File: src/rtl/smp_misc_pkg.sv
package smp_misc_pkg;
  localparam int unsigned DATA_W    = 64;
  localparam int unsigned FLAG_W    = 4;
  localparam int unsigned ITI_LSB   = 4;
  localparam int unsigned IPI_LSB   = 8;
  localparam int unsigned REQ_LSB   = 12;
  localparam int unsigned ARB_W     = 4;
  localparam int unsigned ARBZ_LSB  = 16;   // set only while empty
  localparam int unsigned ARBS_LSB  = 20;   // write-one-to-set
  localparam int unsigned ARB_CLR   = 24;
  localparam int unsigned STICKY    = 28;
  localparam int unsigned USER_LSB  = 40;
  localparam int unsigned USER_W    = 4;

  localparam logic [DATA_W-1:0] KEEP_MASK =
      (DATA_W'({FLAG_W{1'b1}}) << ITI_LSB) |
      (DATA_W'({FLAG_W{1'b1}}) << IPI_LSB) |
      (DATA_W'({ARB_W{1'b1}})  << ARBZ_LSB) |
      (DATA_W'({ARB_W{1'b1}})  << ARBS_LSB) |
      (DATA_W'(1'b1)           << STICKY) |
      (DATA_W'({USER_W{1'b1}}) << USER_LSB);
endpackage

File: src/rtl/smp_misc_next.sv
module smp_misc_next
  import smp_misc_pkg::*;
#(
  parameter int unsigned NUM_CPU = 4
) (
  input  logic [DATA_W-1:0]  cur,
  input  logic               wr_hit,
  input  logic [DATA_W-1:0]  wdata,
  input  logic [NUM_CPU-1:0] iti_set,
  output logic [DATA_W-1:0]  nxt,
  output logic               upd_en
);
  logic [FLAG_W-1:0] iti_ext;
  logic [DATA_W-1:0] n;
  logic              unused_wbits;

  for (genvar i = 0; i < FLAG_W; i++) begin : g_iti
    if (i < NUM_CPU) begin : g_live
      assign iti_ext[i] = iti_set[i];
    end else begin : g_idle
      assign iti_ext[i] = 1'b0;
    end
  end

  assign unused_wbits = ^{wdata[DATA_W-1:USER_LSB+USER_W],
                          wdata[USER_LSB-1:STICKY+1],
                          wdata[STICKY-1:ARB_CLR+1],
                          wdata[ITI_LSB-1:0]};

  always_comb begin
    n = cur;
    if (wr_hit) begin
      n[ITI_LSB +: 2*FLAG_W] = n[ITI_LSB +: 2*FLAG_W] & ~wdata[ITI_LSB +: 2*FLAG_W];
      n[STICKY]              = n[STICKY] & ~wdata[STICKY];
      n[IPI_LSB +: FLAG_W]   = n[IPI_LSB +: FLAG_W] | wdata[REQ_LSB +: FLAG_W];
      if (wdata[ARB_CLR]) begin
        n[ARBZ_LSB +: 2*ARB_W] = '0;
      end else begin
        n[ARBS_LSB +: ARB_W] = n[ARBS_LSB +: ARB_W] | wdata[ARBS_LSB +: ARB_W];
        if (cur[ARBZ_LSB +: ARB_W] == '0) begin
          n[ARBZ_LSB +: ARB_W] = wdata[ARBZ_LSB +: ARB_W];
        end
      end
      n[USER_LSB +: USER_W] = wdata[USER_LSB +: USER_W];
    end
    n[ITI_LSB +: FLAG_W] = n[ITI_LSB +: FLAG_W] | iti_ext;
    nxt = n & KEEP_MASK;
  end

  assign upd_en = wr_hit | (|iti_set);
endmodule

File: src/rtl/smp_misc_irq.sv
module smp_misc_irq
  import smp_misc_pkg::*;
#(
  parameter int unsigned NUM_CPU = 4
) (
  input  logic [2*FLAG_W-1:0] flags,
  output logic [NUM_CPU-1:0]  ipi_irq,
  output logic [NUM_CPU-1:0]  timer_irq
);
  logic unused_flags;

  for (genvar i = 0; i < NUM_CPU; i++) begin : g_cpu
    assign timer_irq[i] = flags[i];
    assign ipi_irq[i]   = flags[FLAG_W + i];
  end

  assign unused_flags = ^flags;
endmodule

File: src/rtl/smp_misc_rd.sv
module smp_misc_rd
  import smp_misc_pkg::*;
#(
  parameter int unsigned ID_W = 2
) (
  input  logic [DATA_W-1:0] q,
  input  logic              rd_hit,
  input  logic [ID_W-1:0]   req_cpu,
  output logic [DATA_W-1:0] rd_data
);
  always_comb begin
    rd_data = '0;
    if (rd_hit) begin
      rd_data = q | DATA_W'(req_cpu);
    end
  end
endmodule

File: src/rtl/smp_misc_reg.sv
module smp_misc_reg
  import smp_misc_pkg::*;
#(
  parameter int unsigned NUM_CPU    = 4,
  parameter int unsigned ADDR_W     = 12,
  parameter logic [ADDR_W-1:0] REG_OFFSET = ADDR_W'(12'h080),
  localparam int unsigned ID_W      = (NUM_CPU > 1) ? $clog2(NUM_CPU) : 1
) (
  input  logic               clk,
  input  logic               rst_n,
  input  logic [ADDR_W-1:0]  bus_addr,
  input  logic               wr_en,
  input  logic [DATA_W-1:0]  wr_data,
  input  logic               rd_en,
  input  logic [ID_W-1:0]    req_cpu,
  output logic [DATA_W-1:0]  rd_data,
  input  logic [NUM_CPU-1:0] iti_set,
  output logic [NUM_CPU-1:0] ipi_irq,
  output logic [NUM_CPU-1:0] timer_irq
);
  logic              addr_hit;
  logic              wr_hit;
  logic              rd_hit;
  logic              upd_en;
  logic [DATA_W-1:0] misc_q;
  logic [DATA_W-1:0] misc_d;

  assign addr_hit = (bus_addr == REG_OFFSET);
  assign wr_hit   = wr_en & addr_hit;
  assign rd_hit   = rd_en & addr_hit;

  smp_misc_next #(.NUM_CPU(NUM_CPU)) u_next (
    .cur     (misc_q),
    .wr_hit  (wr_hit),
    .wdata   (wr_data),
    .iti_set (iti_set),
    .nxt     (misc_d),
    .upd_en  (upd_en)
  );

  always_ff @(posedge clk or negedge rst_n) begin
    if (!rst_n) begin
      misc_q <= '0;
    end else if (upd_en) begin
      misc_q <= misc_d;
    end
  end

  smp_misc_irq #(.NUM_CPU(NUM_CPU)) u_irq (
    .flags     (misc_q[ITI_LSB +: 2*FLAG_W]),
    .ipi_irq   (ipi_irq),
    .timer_irq (timer_irq)
  );

  smp_misc_rd #(.ID_W(ID_W)) u_rd (
    .q       (misc_q),
    .rd_hit  (rd_hit),
    .req_cpu (req_cpu),
    .rd_data (rd_data)
  );
endmodule

File: config.mk
export PLATFORM = sky130hd
export DESIGN_NAME = smp_misc_reg
export DESIGN_NICKNAME = d
export VERILOG_FILES = /design/src/rtl/smp_misc_pkg.sv /design/src/rtl/smp_misc_next.sv /design/src/rtl/smp_misc_irq.sv /design/src/rtl/smp_misc_rd.sv /design/src/rtl/smp_misc_reg.sv
export SDC_FILE = /design/constraint.sdc
export NUM_CORES = 1
export LEC_CHECK = 0
export BUFFER_PORTS_ARGS = -buffer_cell sky130_fd_sc_hd__clkbuf_2
export CORE_MARGIN = 3
export CORE_UTILIZATION = 38
export CTS_BUF_LIST = sky130_fd_sc_hd__clkbuf_2 sky130_fd_sc_hd__clkbuf_4 sky130_fd_sc_hd__clkbuf_8
export CTS_CLUSTER_SIZE = 30
export DETAILED_ROUTE_END_ITERATION = 7
export PLACE_DENSITY = 0.94
export SETUP_SLACK_MARGIN = 0.4
export SKIP_LAST_GASP = 1
export SLEW_MARGIN = 20
export SYNTH_ARGS = -nofsm -noshare
export SYNTH_HDL_FRONTEND = slang
export SYNTH_SLANG_ARGS = --single-unit
File: constraint.sdc
create_clock -name clk -period 2.8 [get_ports clk]
set_input_delay 0.42 -clock clk [delete_from_list [all_inputs] [get_ports clk]]
set_output_delay 0.42 -clock clk [all_outputs]
set_load 0.05 [all_outputs]
==> results of run 1 <==
## what timing repair did
item                                    4_1_cts  5_1_grt
hold endpoints to repair                      0        0
endpoints found under the setup margin        0       23
gates resized for setup                       0        2
## power groups by stage
| stage | logic, mW | registers, mW | clock network, mW |
|---|---|---|---|
| floorplan | 0.173 | 0.311 | 0 |
| global placement | 0.166 | 0.311 | 0 |
| detailed placement | 0.168 | 0.311 | 0 |
| CTS | 0.168 | 0.305 | 0.211 |
| global route | 0.180 | 0.305 | 0.230 |
| finish | 0.170 | 0.305 | 0.204 |
## placed cells by master (no fill, tap or decap), drive strengths merged
master	instances
dfrtp	21
and2	23
a21boi	5
clkbuf	81
inv	1
nor2	9
conb	41
buf	3
nor4	2
and4b	1
mux2	4
nor3	1
nor4b	6
nand4	1
nand2	5
a21oi	8
a21o	8
nand4bb	1
## kinds of logic (layout without fill, tap and decap cells)
| kind of cell | after synthesis | after routing | synth area share (%) |
|---|---|---|---|
| AO/OA/AOI/OAI | 21 | 21 | 9.66 |
| buffers and inverters | 54 | 85 | 28.0 |
| flip-flops | 21 | 21 | 36.9 |
| multiplexers | 4 | 4 | 3.16 |
| other | 1 | 41 | 0.263 |
| AND/OR/NAND/NOR | 49 | 49 | 22.0 |
## worst reg2reg max path: cells and delay by family, from the launching register on
kind,cells,cell delay (ns)
flops,1,0.43
simple gates,2,0.42
compound gates,1,0.11
## worst max-delay path by stage
| stage | depth (start not counted) | slack, ns | start | endpoint |
|---|---|---|---|---|
| after floorplan | 5 | 0.72 | bus_addr[11] | rd_data[0] |
| after global placement | 7 | 0.57 | bus_addr[11] | rd_data[22] |
| after detailed placement | 7 | 0.54 | bus_addr[5] | rd_data[20] |
| after CTS | 7 | 0.54 | bus_addr[11] | rd_data[4] |
| after global routing | 7 | 0.41 | bus_addr[5] | rd_data[22] |
| final | 7 | 0.58 | bus_addr[5] | rd_data[20] |
## per-layer routing
layer | track usage [%] | up-vias
li1 | - | 548
met1 | 14.1 | 521
met2 | 24.8 | 55
met3 | 3.33 | 2
met4 | 3.80 | 0
met5 | 0 | -
## through the flow
step	util [%]	hold WS (ns)	area [µm²]
after floorplan	-	0.124	1580
after global placement	47.4	0.425	1640
after detailed placement	47.4	0.426	1640
after CTS	48.8	0.147	1690
after global routing	49.0	0.172	1700
final	49.0	0.129	1700
## layout make-up
class,instances,area [µm²]
Clock buffer,4,48.8
Fill cell,334,1770
Inverter,1,3.75
Multi-Input combinational cell,115,657
Sequential cell,21,526
Tap cell,46,57.6
Timing Repair Buffer,80,405
==> impl_summary.log, run 1 <==
INFO  metric final_period_minus_worst_setup_slack = 2.22 ns
INFO  metric grt_first_pass_wirelength = between 4000 and 5000 µm
INFO  metric met3_length = between 200 and 300 µm
INFO  metric drt.antenna.violating_nets = 0
INFO  metric average_routed_wire_per_standard_cell = roughly 12 µm
INFO  metric worst_slack_setup_final = a little under 0.6 ns
INFO  metric register_containing_the_most_flip_flops_in_the_final_layout = misc_q
INFO  metric critical_path.cell_chain = clkbuf_2, nor4_2, nand2_1, nor3_2, buf_4, and2_1, clkbuf_2
INFO  metric dpl.cell_count = 263
INFO  metric detail_route.iter0.violations = 10
INFO  metric crit_path_max_incr_delay = approximately 0.35 ns
INFO  metric cpLargestDelayFamily = simple AND/OR/NAND/NOR gates
INFO  metric die_width = slightly below 70 µm
INFO  metric routed_wl = 3100 µm
INFO  metric grt_antenna_before_repair = 0
INFO  metric cts.hold.buffers_added = 0
INFO  metric post_cts.repair.setup_buffers = 0
INFO  metric critical_path_arrival = roughly 1.8 ns
INFO  metric antenna-diode-count = 0
INFO  metric cts.htree.levels = 1
INFO  metric largest_register_ffs = 21
INFO  metric synth.area.top_cells = sky130_fd_sc_hd__dfrtp_1, sky130_fd_sc_hd__buf_4, sky130_fd_sc_hd__and2_1, sky130_fd_sc_hd__a21o_1, sky130_fd_sc_hd__mux2_2
INFO  metric dieArea = around 0.0045 mm²
INFO  metric fp.dieH = slightly below 70 µm
INFO  metric ratio_of_cells_with_drive_above_1_in_the_final_layout = roughly 42%
INFO  metric placement_rows = 21
INFO  metric detailedRoute.firstPassIterationCount = 2
INFO  metric routed-wl-met2 = ~1700 µm
INFO  metric synth.lib_cells_used.distinct = 22
INFO  metric cell_internal_pwr = 0.443 mW
INFO  metric power.ir.vdd_worst = ~0.18 mV
INFO  metric worst_slew_pin_slew = about 0.53 ns
INFO  metric clock-sinks = 21
INFO  metric cpMaxStageDelayCell = sky130_fd_sc_hd__nor4_2
INFO  metric crit_start_category = input pin
INFO  metric boundaryPins = 158
INFO  metric totalNegativeSetupSlack = 0 ns
INFO  metric m1WireLength = ~1100 µm
INFO  metric ctsLongestPathBuffers = 2
INFO  metric regToRegEndpoint = misc_q[19]
INFO  metric layout_worst_path_cycle_share = approximately four fifths
INFO  metric fin_cells = between 200 and 300
INFO  metric syn_area_per_cell = approximately 9.5 µm²
INFO  metric asyncSetResetFlopFracSynth = between 90% and 100%
INFO  metric post-synth-top-count-cell = sky130_fd_sc_hd__buf_4
INFO  metric r2r_slack = roughly 1.8 ns
INFO  metric power.clock.fraction = between 30% and 40%
INFO  metric yosys-top-cells-count = sky130_fd_sc_hd__buf_4, sky130_fd_sc_hd__and2_1, sky130_fd_sc_hd__dfrtp_1
INFO  metric ys_dominant_reg_cell = sky130_fd_sc_hd__dfrtp_1
INFO  metric seq_area_frac_synth = between 30% and 40%
INFO  metric power.static_leakage = 1.00 nW
INFO  metric max_freq = 0.451 GHz
INFO  metric initial_core_util = 41.1%
INFO  metric timing.critical_path.fanout_max = 23
INFO  metric max_slew_margin = between 60% and 70%
INFO  metric reg.largest.list = misc_q: 21 flops
INFO  metric grt_overflow_total = 0
INFO  metric outcome = completed
INFO  metric vias_per_cell = 4.22
INFO  metric fp.coreArea = approximately 0.0035 mm²
INFO  metric groute.usage.overall = about an eighth
INFO  metric regToRegStartpoint = misc_q[16]
INFO  metric rr_worst_depth = 3
INFO  metric count_of_input_and_output_buffers = 78
INFO  metric share_seq_of_total_power = between 40 and 50%
INFO  metric crit_required = 2.38 ns
INFO  metric total_chip_power = between 0.6 and 0.7 mW
INFO  metric setup_skew_after_layout = about 0.00020 ns
INFO  metric hold_crit_path_type = input pin to async pin
INFO  metric timing_max_transition_violations_final = 0
INFO  metric setup_repair_after_global_routing_missed_its_margin = false
INFO  metric first_global_vias = around 1000
INFO  metric post-place-ws = 0.543 ns
INFO  metric dp_hpwl = roughly 2500 µm
INFO  metric swShare = between 30% and 40%
INFO  metric remaining_drc_errors = 0
INFO  metric cp_common_cell = sky130_fd_sc_hd__clkbuf_2
INFO  metric synth_edf_count = 0
INFO  metric ys.warnings.count = 0
INFO  metric synthDominantCellAreaShare = between 30 and 40%
INFO  metric uppermost_metal_layer_occupied_by_signal_nets = met4
INFO  metric largest_net_degree_at_the_start_of_global_routing = 24
INFO  metric syn_to_final_growth = 19.1%
INFO  metric final-hold-violation-count = 0
INFO  metric syn-cell-area = about 0.0014 mm²
INFO  metric finalSetupViolCount = 0
INFO  metric combPwrFrac = around a quarter
INFO  metric ctsRootBufferMaster = sky130_fd_sc_hd__clkbuf_8
INFO  metric tritoncts = yes
INFO  metric synth-seq-cells = 21
INFO  metric category_of_the_critical_setup_timing_path = input pin to output port
INFO  metric fin_nets = 308
INFO  metric timing.critical_path.to_type = output port
INFO  metric cts_buffers = 3
INFO  metric synthDominantAreaCellType = sky130_fd_sc_hd__dfrtp_1
INFO  metric vias = 1126
INFO  metric worst_setup_hold_path_clk_slew = 0.08 ns
INFO  metric cap_viol_max_count = 0
INFO  metric gp_routability_congestion = around 0.66
INFO  metric synth_cells = 150
INFO  metric power.net_switching = roughly 0.24 mW
INFO  metric critical_path_buf_inv_count = 3
INFO  metric clock_latency = 0.25 ns
INFO  metric p_per_area = about 400 mW/mm²
(Power assumes the default switching activity.)
==> inputs of run 2 (changes only) <==
Settings changed: CORE_UTILIZATION 38 to 35, PLACE_DENSITY 0.94 to 0.88.
Clock period 2.8 ns to 2.15 ns, I/O delays scaled along.
==> impl_summary.log, run 2 (synthesis results as in run 1) <==
INFO  metric outcome = completed
INFO  metric die_width = 69.8 µm
INFO  metric layout_worst_path_cycle_share = about nine tenths
INFO  metric timing.critical_path.fanout_max = 6
INFO  metric remaining_drc_errors = 0
INFO  metric grt_antenna_before_repair = 0
INFO  metric fp.coreArea = ~0.0038 mm²
INFO  metric vias_per_cell = roughly 4.4
INFO  metric dp_hpwl = ~2600 µm
INFO  metric category_of_the_critical_setup_timing_path = input pin to output port
INFO  metric detail_route.iter0.violations = 29
INFO  metric dieArea = just under 0.005 mm²
INFO  metric swShare = between 30% and 40%
INFO  metric totalNegativeSetupSlack = 0 ns
INFO  metric largest_register_ffs = 21
INFO  metric fin_nets = ~320
INFO  metric crit_required = approximately 1.8 ns
INFO  metric final-hold-violation-count = 0
INFO  metric m1WireLength = roughly 1300 µm
INFO  metric detailedRoute.firstPassIterationCount = 4
INFO  metric cts.hold.buffers_added = 0
INFO  metric placed_area = ~0.0018 mm²
INFO  metric critical_path_arrival = 1.59 ns
INFO  metric timing_max_transition_violations_final = 0
INFO  metric vias = 1206
INFO  metric p_per_area = 429 mW/mm²
INFO  metric finalSetupViolCount = 0
INFO  metric met3_length = between 200 and 300 µm
INFO  metric combPwrFrac = 25.6%
INFO  metric max_slew_margin = between 60 and 70%
INFO  metric hold_crit_path_type = input pin to async pin
INFO  metric clock_latency = 0.26 ns
INFO  metric final_period_minus_worst_setup_slack = approximately 1.9 ns
INFO  metric layout.cells.most_common_list = sky130_fd_sc_hd__clkbuf_2, sky130_fd_sc_hd__conb_1, sky130_fd_sc_hd__dfrtp_1, sky130_fd_sc_hd__and2_4, sky130_fd_sc_hd__buf_8
INFO  metric syn_to_final_growth = 47.5%
INFO  metric grt_overflow_total = 0
INFO  metric largest_net_degree_at_the_start_of_global_routing = 22
INFO  metric average_routed_wire_per_standard_cell = 13.2 µm
INFO  metric share_seq_of_total_power = roughly 44%
INFO  metric reg.largest.list = misc_q: 21 flops
INFO  metric initial_core_util = ~38%
INFO  metric drt.antenna.violating_nets = 0
INFO  metric clock-sinks = 21
INFO  metric power.ir.vdd_worst = just over 0.2 mV
INFO  metric cts.htree.levels = 1
INFO  metric max_freq = 0.523 GHz
INFO  metric fp.dieH = 69.8 µm
INFO  metric count_of_input_and_output_buffers = 78
INFO  metric power.static_leakage = about 1.1 nW
INFO  metric power.net_switching = 0.320 mW
INFO  metric first_global_vias = ~1100
INFO  metric ctsRootBufferMaster = sky130_fd_sc_hd__clkbuf_8
INFO  metric routed-wl-met2 = about 2000 µm
INFO  metric finish.instance_area = approximately 0.0021 mm²
INFO  metric boundaryPins = around 160
INFO  metric antenna-diode-count = 0
INFO  metric groute.usage.overall = a little over an eighth
INFO  metric setup_skew_after_layout = between 0.0015 and 0.002 ns
INFO  metric tritoncts = yes
INFO  metric mostFrequentLayoutCell = sky130_fd_sc_hd__clkbuf_2
INFO  metric setup_repair_after_global_routing_missed_its_margin = true
INFO  metric crit_start_category = input pin
INFO  metric register_containing_the_most_flip_flops_in_the_final_layout = misc_q
INFO  metric timing.critical_path.to_type = output port
INFO  metric power.clock.fraction = 30.4%
INFO  metric routed_wl = between 3000 and 4000 µm
INFO  metric cell_internal_pwr = 0.582 mW
INFO  metric placement_rows = 22
INFO  metric uppermost_metal_layer_occupied_by_signal_nets = met4
INFO  metric worst_setup_hold_path_clk_slew = 0.08 ns
INFO  metric cts_buffers = 3
INFO  metric worst_slew_pin_slew = 0.566 ns
INFO  metric grt_first_pass_wirelength = 5200 µm
INFO  metric ratio_of_cells_with_drive_above_1_in_the_final_layout = 53.9%
INFO  metric ctsLongestPathBuffers = 2
INFO  metric cap_viol_max_count = 0
INFO  metric gp_routability_congestion = approximately 0.73
## run 2: changes by cell type in the layout (fill, tap and decap cells not counted), sizes merged
| cell | delta |
|---|---|
| buf | +31 |
| clkbuf | -24 |
## run 2: power groups by stage
stage	clock (mW)	combinational [mW]	sequential, mW
after CTS	0.289	0.225	0.397
after detailed placement	0	0.220	0.405
after floorplan	0	0.225	0.405
final	0.274	0.231	0.397
after global placement	0	0.217	0.405
after global routing	0.303	0.243	0.397
## run 2: final timing paths
kind	startpoint	to	slack, ns	cells past startpoint
setup / recovery	bus_addr[10]	rd_data[40]	0.24	8
hold / removal	rst_n	misc_q[23]	0.04	1
setup reg to reg	misc_q[16]	misc_q[17]	1.09	3
hold reg to reg	misc_q[23]	misc_q[23]	0.49	2
max in group asynchronous	rst_n	misc_q[7]	1.73	1
min in group clk	iti_set[0]	misc_q[4]	0.24	2
## run 2: area by class of cell
type	count	area, µm²
fill	346	1700
timing repair buffer	87	733
multi-input combinational	115	731
sequential	21	526
tap	48	60.1
clock buffer	4	48.8
inverter	1	3.75
## run 2: worst max-delay path: stages
cell and delay (ns):
sky130_fd_sc_hd__clkbuf_2 0.11, sky130_fd_sc_hd__nor4_4 0.30, sky130_fd_sc_hd__nand2_1 0.13, sky130_fd_sc_hd__nor3_4 0.18, sky130_fd_sc_hd__buf_6 0.15, sky130_fd_sc_hd__buf_6 0.10, sky130_fd_sc_hd__and2_2 0.15, sky130_fd_sc_hd__buf_6 0.15
## run 2: per-layer routing
metal  vias up  track usage [%]
met5         -                0
met2        64             25.1
met4         0             4.26
met1       576             13.9
li1        562                -
met3         4             2.75
## run 2: what timing repair did
action | 4_1_cts | 5_1_grt
setup endpoints to repair | 23 | 23
cloned | 0 | 2
setup buffers | 0 | 4
pin swaps | 0 | 10
gates resized for setup | 33 | 58
## run 2: per-stage QoR
step	power [mW]	setup WS, ns	utilization [%]	hold slack (ns)	instances
after global placement	0.622	0.157	46.2	0.332	266
after global routing	0.943	0.156	55.3	0.0815	276
final	0.902	0.236	55.3	0.0423	276
after floorplan	0.629	0.393	-	0.0269	190
after detailed placement	0.625	0.0955	46.2	0.339	266
after CTS	0.911	0.238	51.3	0.0526	270
==> inputs of run 3 (changes only) <==
Settings changed: CORE_UTILIZATION 35 to 44, PLACE_DENSITY 0.88 to 0.81, SYNTH_HIERARCHICAL set to 1.
==> impl_summary.log, run 3 <==
INFO  metric critical_path_buf_inv_count = 4
INFO  metric cts.htree.levels = 3
INFO  metric power.clock.fraction = approximately 37%
INFO  metric count_of_input_and_output_buffers = around 120
INFO  metric fp.dieH = 95.9 µm
INFO  metric max_slew_margin = between 50% and 60%
INFO  metric power.static_leakage = about 2.8 nW
INFO  metric drt.antenna.violating_nets = 0
INFO  metric tritoncts = yes
INFO  metric postLayoutCoreUtil = slightly above 70%
INFO  metric layout_worst_path_cycle_share = 118%
INFO  metric fin_nets = ~540
INFO  metric syn_area_per_cell = around 12 µm²
INFO  metric cts_buffers = 9
INFO  metric boundaryPins = between 150 and 200
INFO  metric post-synth-top-count-cell = sky130_fd_sc_hd__mux2_2
INFO  metric detail_route.iter0.violations = between 90 and 100
INFO  metric groute.usage.overall = between 10% and 20%
INFO  metric final_period_minus_worst_setup_slack = 2.54 ns
INFO  metric setup_skew_after_layout = about 0.004 ns
INFO  metric grt_overflow_total = 0
INFO  metric synth.lib_cells_used.distinct = 22
INFO  metric synth_cells = a little over 300
INFO  metric routed_wl = 11300 µm
INFO  metric yosys-top-cells-count = sky130_fd_sc_hd__mux2_2, sky130_fd_sc_hd__dfrtp_1, sky130_fd_sc_hd__buf_4, sky130_fd_sc_hd__and2_1, sky130_fd_sc_hd__and2_2
INFO  metric category_of_the_critical_setup_timing_path = input pin to output port
INFO  metric critical_path_arrival = 2.22 ns
INFO  metric outcome = finished with violations
INFO  metric crit_start_category = input pin
INFO  metric setup_repair_after_global_routing_missed_its_margin = true
INFO  metric synth.area.top_cells = sky130_fd_sc_hd__dfrtp_1, sky130_fd_sc_hd__mux2_2, sky130_fd_sc_hd__buf_4, sky130_fd_sc_hd__and2_1, sky130_fd_sc_hd__and2_2
INFO  metric power.ir.vdd_worst = between 0.3 and 0.4 mV
INFO  metric syn_to_final_growth = 57.5%
INFO  metric synthDominantCellAreaShare = about 45%
INFO  metric p_per_area = 437 mW/mm²
INFO  metric rr_worst_depth = 3
INFO  metric detailedRoute.firstPassIterationCount = 4
INFO  metric regToRegEndpoint = misc_q[16]
INFO  metric initial_core_util = between 40% and 50%
INFO  metric clock-sinks = between 60 and 70
INFO  metric worst_slew_pin_slew = about 0.74 ns
INFO  metric remaining_drc_errors = 0
INFO  metric ctsRootBufferMaster = sky130_fd_sc_hd__clkbuf_8
INFO  metric total_chip_power = around 2.4 mW
INFO  metric cpLargestDelayFamily = simple AND/OR/NAND/NOR gates
INFO  metric final-hold-violation-count = 0
INFO  metric worst_setup_hold_path_clk_slew = around 0.07 ns
INFO  metric cell_internal_pwr = between 1.5 and 2 mW
INFO  metric placement_rows = 32
INFO  metric failed_checks = negative setup slack
INFO  metric grt_first_pass_wirelength = 13100 µm
INFO  metric gp_routability_congestion = approximately 0.74
INFO  metric power.net_switching = about 0.58 mW
INFO  metric ys_dominant_reg_cell = sky130_fd_sc_hd__dfrtp_1
INFO  metric fp.coreArea = between 0.007 and 0.008 mm²
INFO  metric timing.critical_path.fanout_max = 16
INFO  metric synth-seq-cells = 64
INFO  metric timing.critical_path.to = rd_data[4]
INFO  metric cts.hold.buffers_added = 0
INFO  metric worst_slack_setup_final = -0.394 ns
INFO  metric cp_common_cell = sky130_fd_sc_hd__buf_6
INFO  metric combPwrFrac = between 10% and 20%
INFO  metric layout.cells.most_common_list = sky130_fd_sc_hd__dfrtp_1, sky130_fd_sc_hd__buf_6, sky130_fd_sc_hd__clkbuf_2, sky130_fd_sc_hd__and2_2, sky130_fd_sc_hd__mux2_2
INFO  metric timing_max_transition_violations_final = 0
INFO  metric reg.largest.list = misc_q: 64 flops
INFO  metric cpMaxStageDelayCell = sky130_fd_sc_hd__or4b_1
INFO  metric crit_path_max_incr_delay = around 0.68 ns
INFO  metric worst_setup_path_startpoint = bus_addr[0]
INFO  metric vias = ~2900
INFO  metric seq_area_frac_synth = a little under half
INFO  metric asyncSetResetFlopFracSynth = 100%
INFO  metric antenna-diode-count = 0
INFO  metric dp_hpwl = 5020 µm
INFO  metric mostFrequentLayoutCell = sky130_fd_sc_hd__dfrtp_1
INFO  metric average_routed_wire_per_standard_cell = roughly 20 µm
INFO  metric fin_cells = approximately 560
INFO  metric swShare = between 20% and 30%
INFO  metric grt_antenna_before_repair = 0
INFO  metric ys.warnings.count = 6
INFO  metric dieArea = about 0.0092 mm²
INFO  metric vias_per_cell = approximately 5.1
INFO  metric hold_crit_path_type = input pin to async pin
INFO  metric r2r_slack = between 0.8 and 0.9 ns
INFO  metric ctsLongestPathBuffers = 2
INFO  metric synthDominantAreaCellType = sky130_fd_sc_hd__dfrtp_1
INFO  metric ratio_of_cells_with_drive_above_1_in_the_final_layout = between 60% and 70%
INFO  metric clock_latency = around 0.33 ns
INFO  metric dpl.cell_count = ~510
INFO  metric largest_net_degree_at_the_start_of_global_routing = 65
INFO  metric synth_edf_count = 0
INFO  metric critical_path.cell_chain = clkbuf_2, or4b_1, nor4_4, buf_6, buf_12, and2_2, buf_6
INFO  metric share_seq_of_total_power = between 50% and 60%
INFO  metric first_global_vias = ~2700
INFO  metric regToRegStartpoint = misc_q[17]
INFO  metric max_freq = about 0.39 GHz
INFO  metric crit_required = 1.83 ns
INFO  metric syn-cell-area = between 0.003 and 0.004 mm²
INFO  metric die_width = between 90 and 100 µm
INFO  metric post-place-ws = -0.225 ns
INFO  metric critical_path_cell_count = 7
INFO  metric timing.critical_path.to_type = output port
INFO  metric finalSetupViolCount = around 120
INFO  metric register_containing_the_most_flip_flops_in_the_final_layout = misc_q
INFO  metric cap_viol_max_count = 0
INFO  metric largest_register_ffs = 64
-- run 3: worst min-delay path by stage --
stage / slack [ns] / depth (start not counted) / start / endpoint
2_1_floorplan: 0.03 / 0 / rst_n / misc_q[0]
3_3_place_gp: 0.39 / 1 / rst_n / misc_q[9]
3_5_place_dp: 0.41 / 1 / rst_n / misc_q[9]
4_1_cts: 0.05 / 1 / rst_n / misc_q[9]
5_1_grt: 0.08 / 1 / rst_n / misc_q[9]
6_report: 0.05 / 1 / rst_n / misc_q[9]
-- run 3: area by class of cell --
| type | count | area (µm²) |
|---|---|---|
| clock buffers | 13 | 160 |
| clock inverters | 1 | 5.00 |
| fillers | 500 | 2170 |
| inverters | 4 | 15.0 |
| multi-input cells | 216 | 1890 |
| flip-flops and latches | 64 | 1600 |
| well taps | 102 | 128 |
| repair buffers | 161 | 1810 |
-- run 3: power by group through the flow --
stage          Clock (mW)  Sequential (mW)  Combinational [mW]
4_1_cts             0.934             1.28               0.223
5_1_grt             0.995             1.29               0.268
3_3_place_gp            0             1.30               0.170
3_5_place_dp            0             1.31               0.177
6_report            0.914             1.29               0.249
2_1_floorplan           0             1.30               0.148
-- run 3: routing by layer --
metal / track usage (%) / part of all wire (%) / vias up
met5: 0 / 0 / -
met4: 7.46 / 5.4 / 0
met3: 4.38 / 7.0 / 47
met2: 34.6 / 50 / 145
met1: 20.8 / 38 / 1412
li1: - / - / 1250
-- run 3: stage by stage --
step / setup TNS [ns] / hold slack, ns / cell area (µm²)
floorplan: -13.97 / 0.0269 / 3870
global placement: -22.26 / 0.394 / 4290
detailed placement: -22.74 / 0.415 / 4290
CTS: -13.59 / 0.0486 / 4930
global route: -26.76 / 0.0783 / 5600
finish: -26.93 / 0.0482 / 5600
-- run 3: logic make-up (layout without fill, tap and decap cells) --
| family | after synthesis | after routing | share of synthesized area, % |
|---|---|---|---|
| mux | 68 | 68 | 21.5 |
| flops | 64 | 64 | 45.0 |
| compound gates | 23 | 23 | 4.71 |
| other cells | 1 | 43 | 0.105 |
| buf+inv | 71 | 179 | 13.6 |
| simple gates | 82 | 82 | 15.0 |
-- run 3: repair_timing --
action / CTS / global route
setup buffers: 15 / 2
endpoints found under the setup margin: 128 / 128
endpoints found under the hold margin: 0 / 0
pin swaps: 0 / 7
gates resized for setup: 33 / 282
cloned: 8 / 8
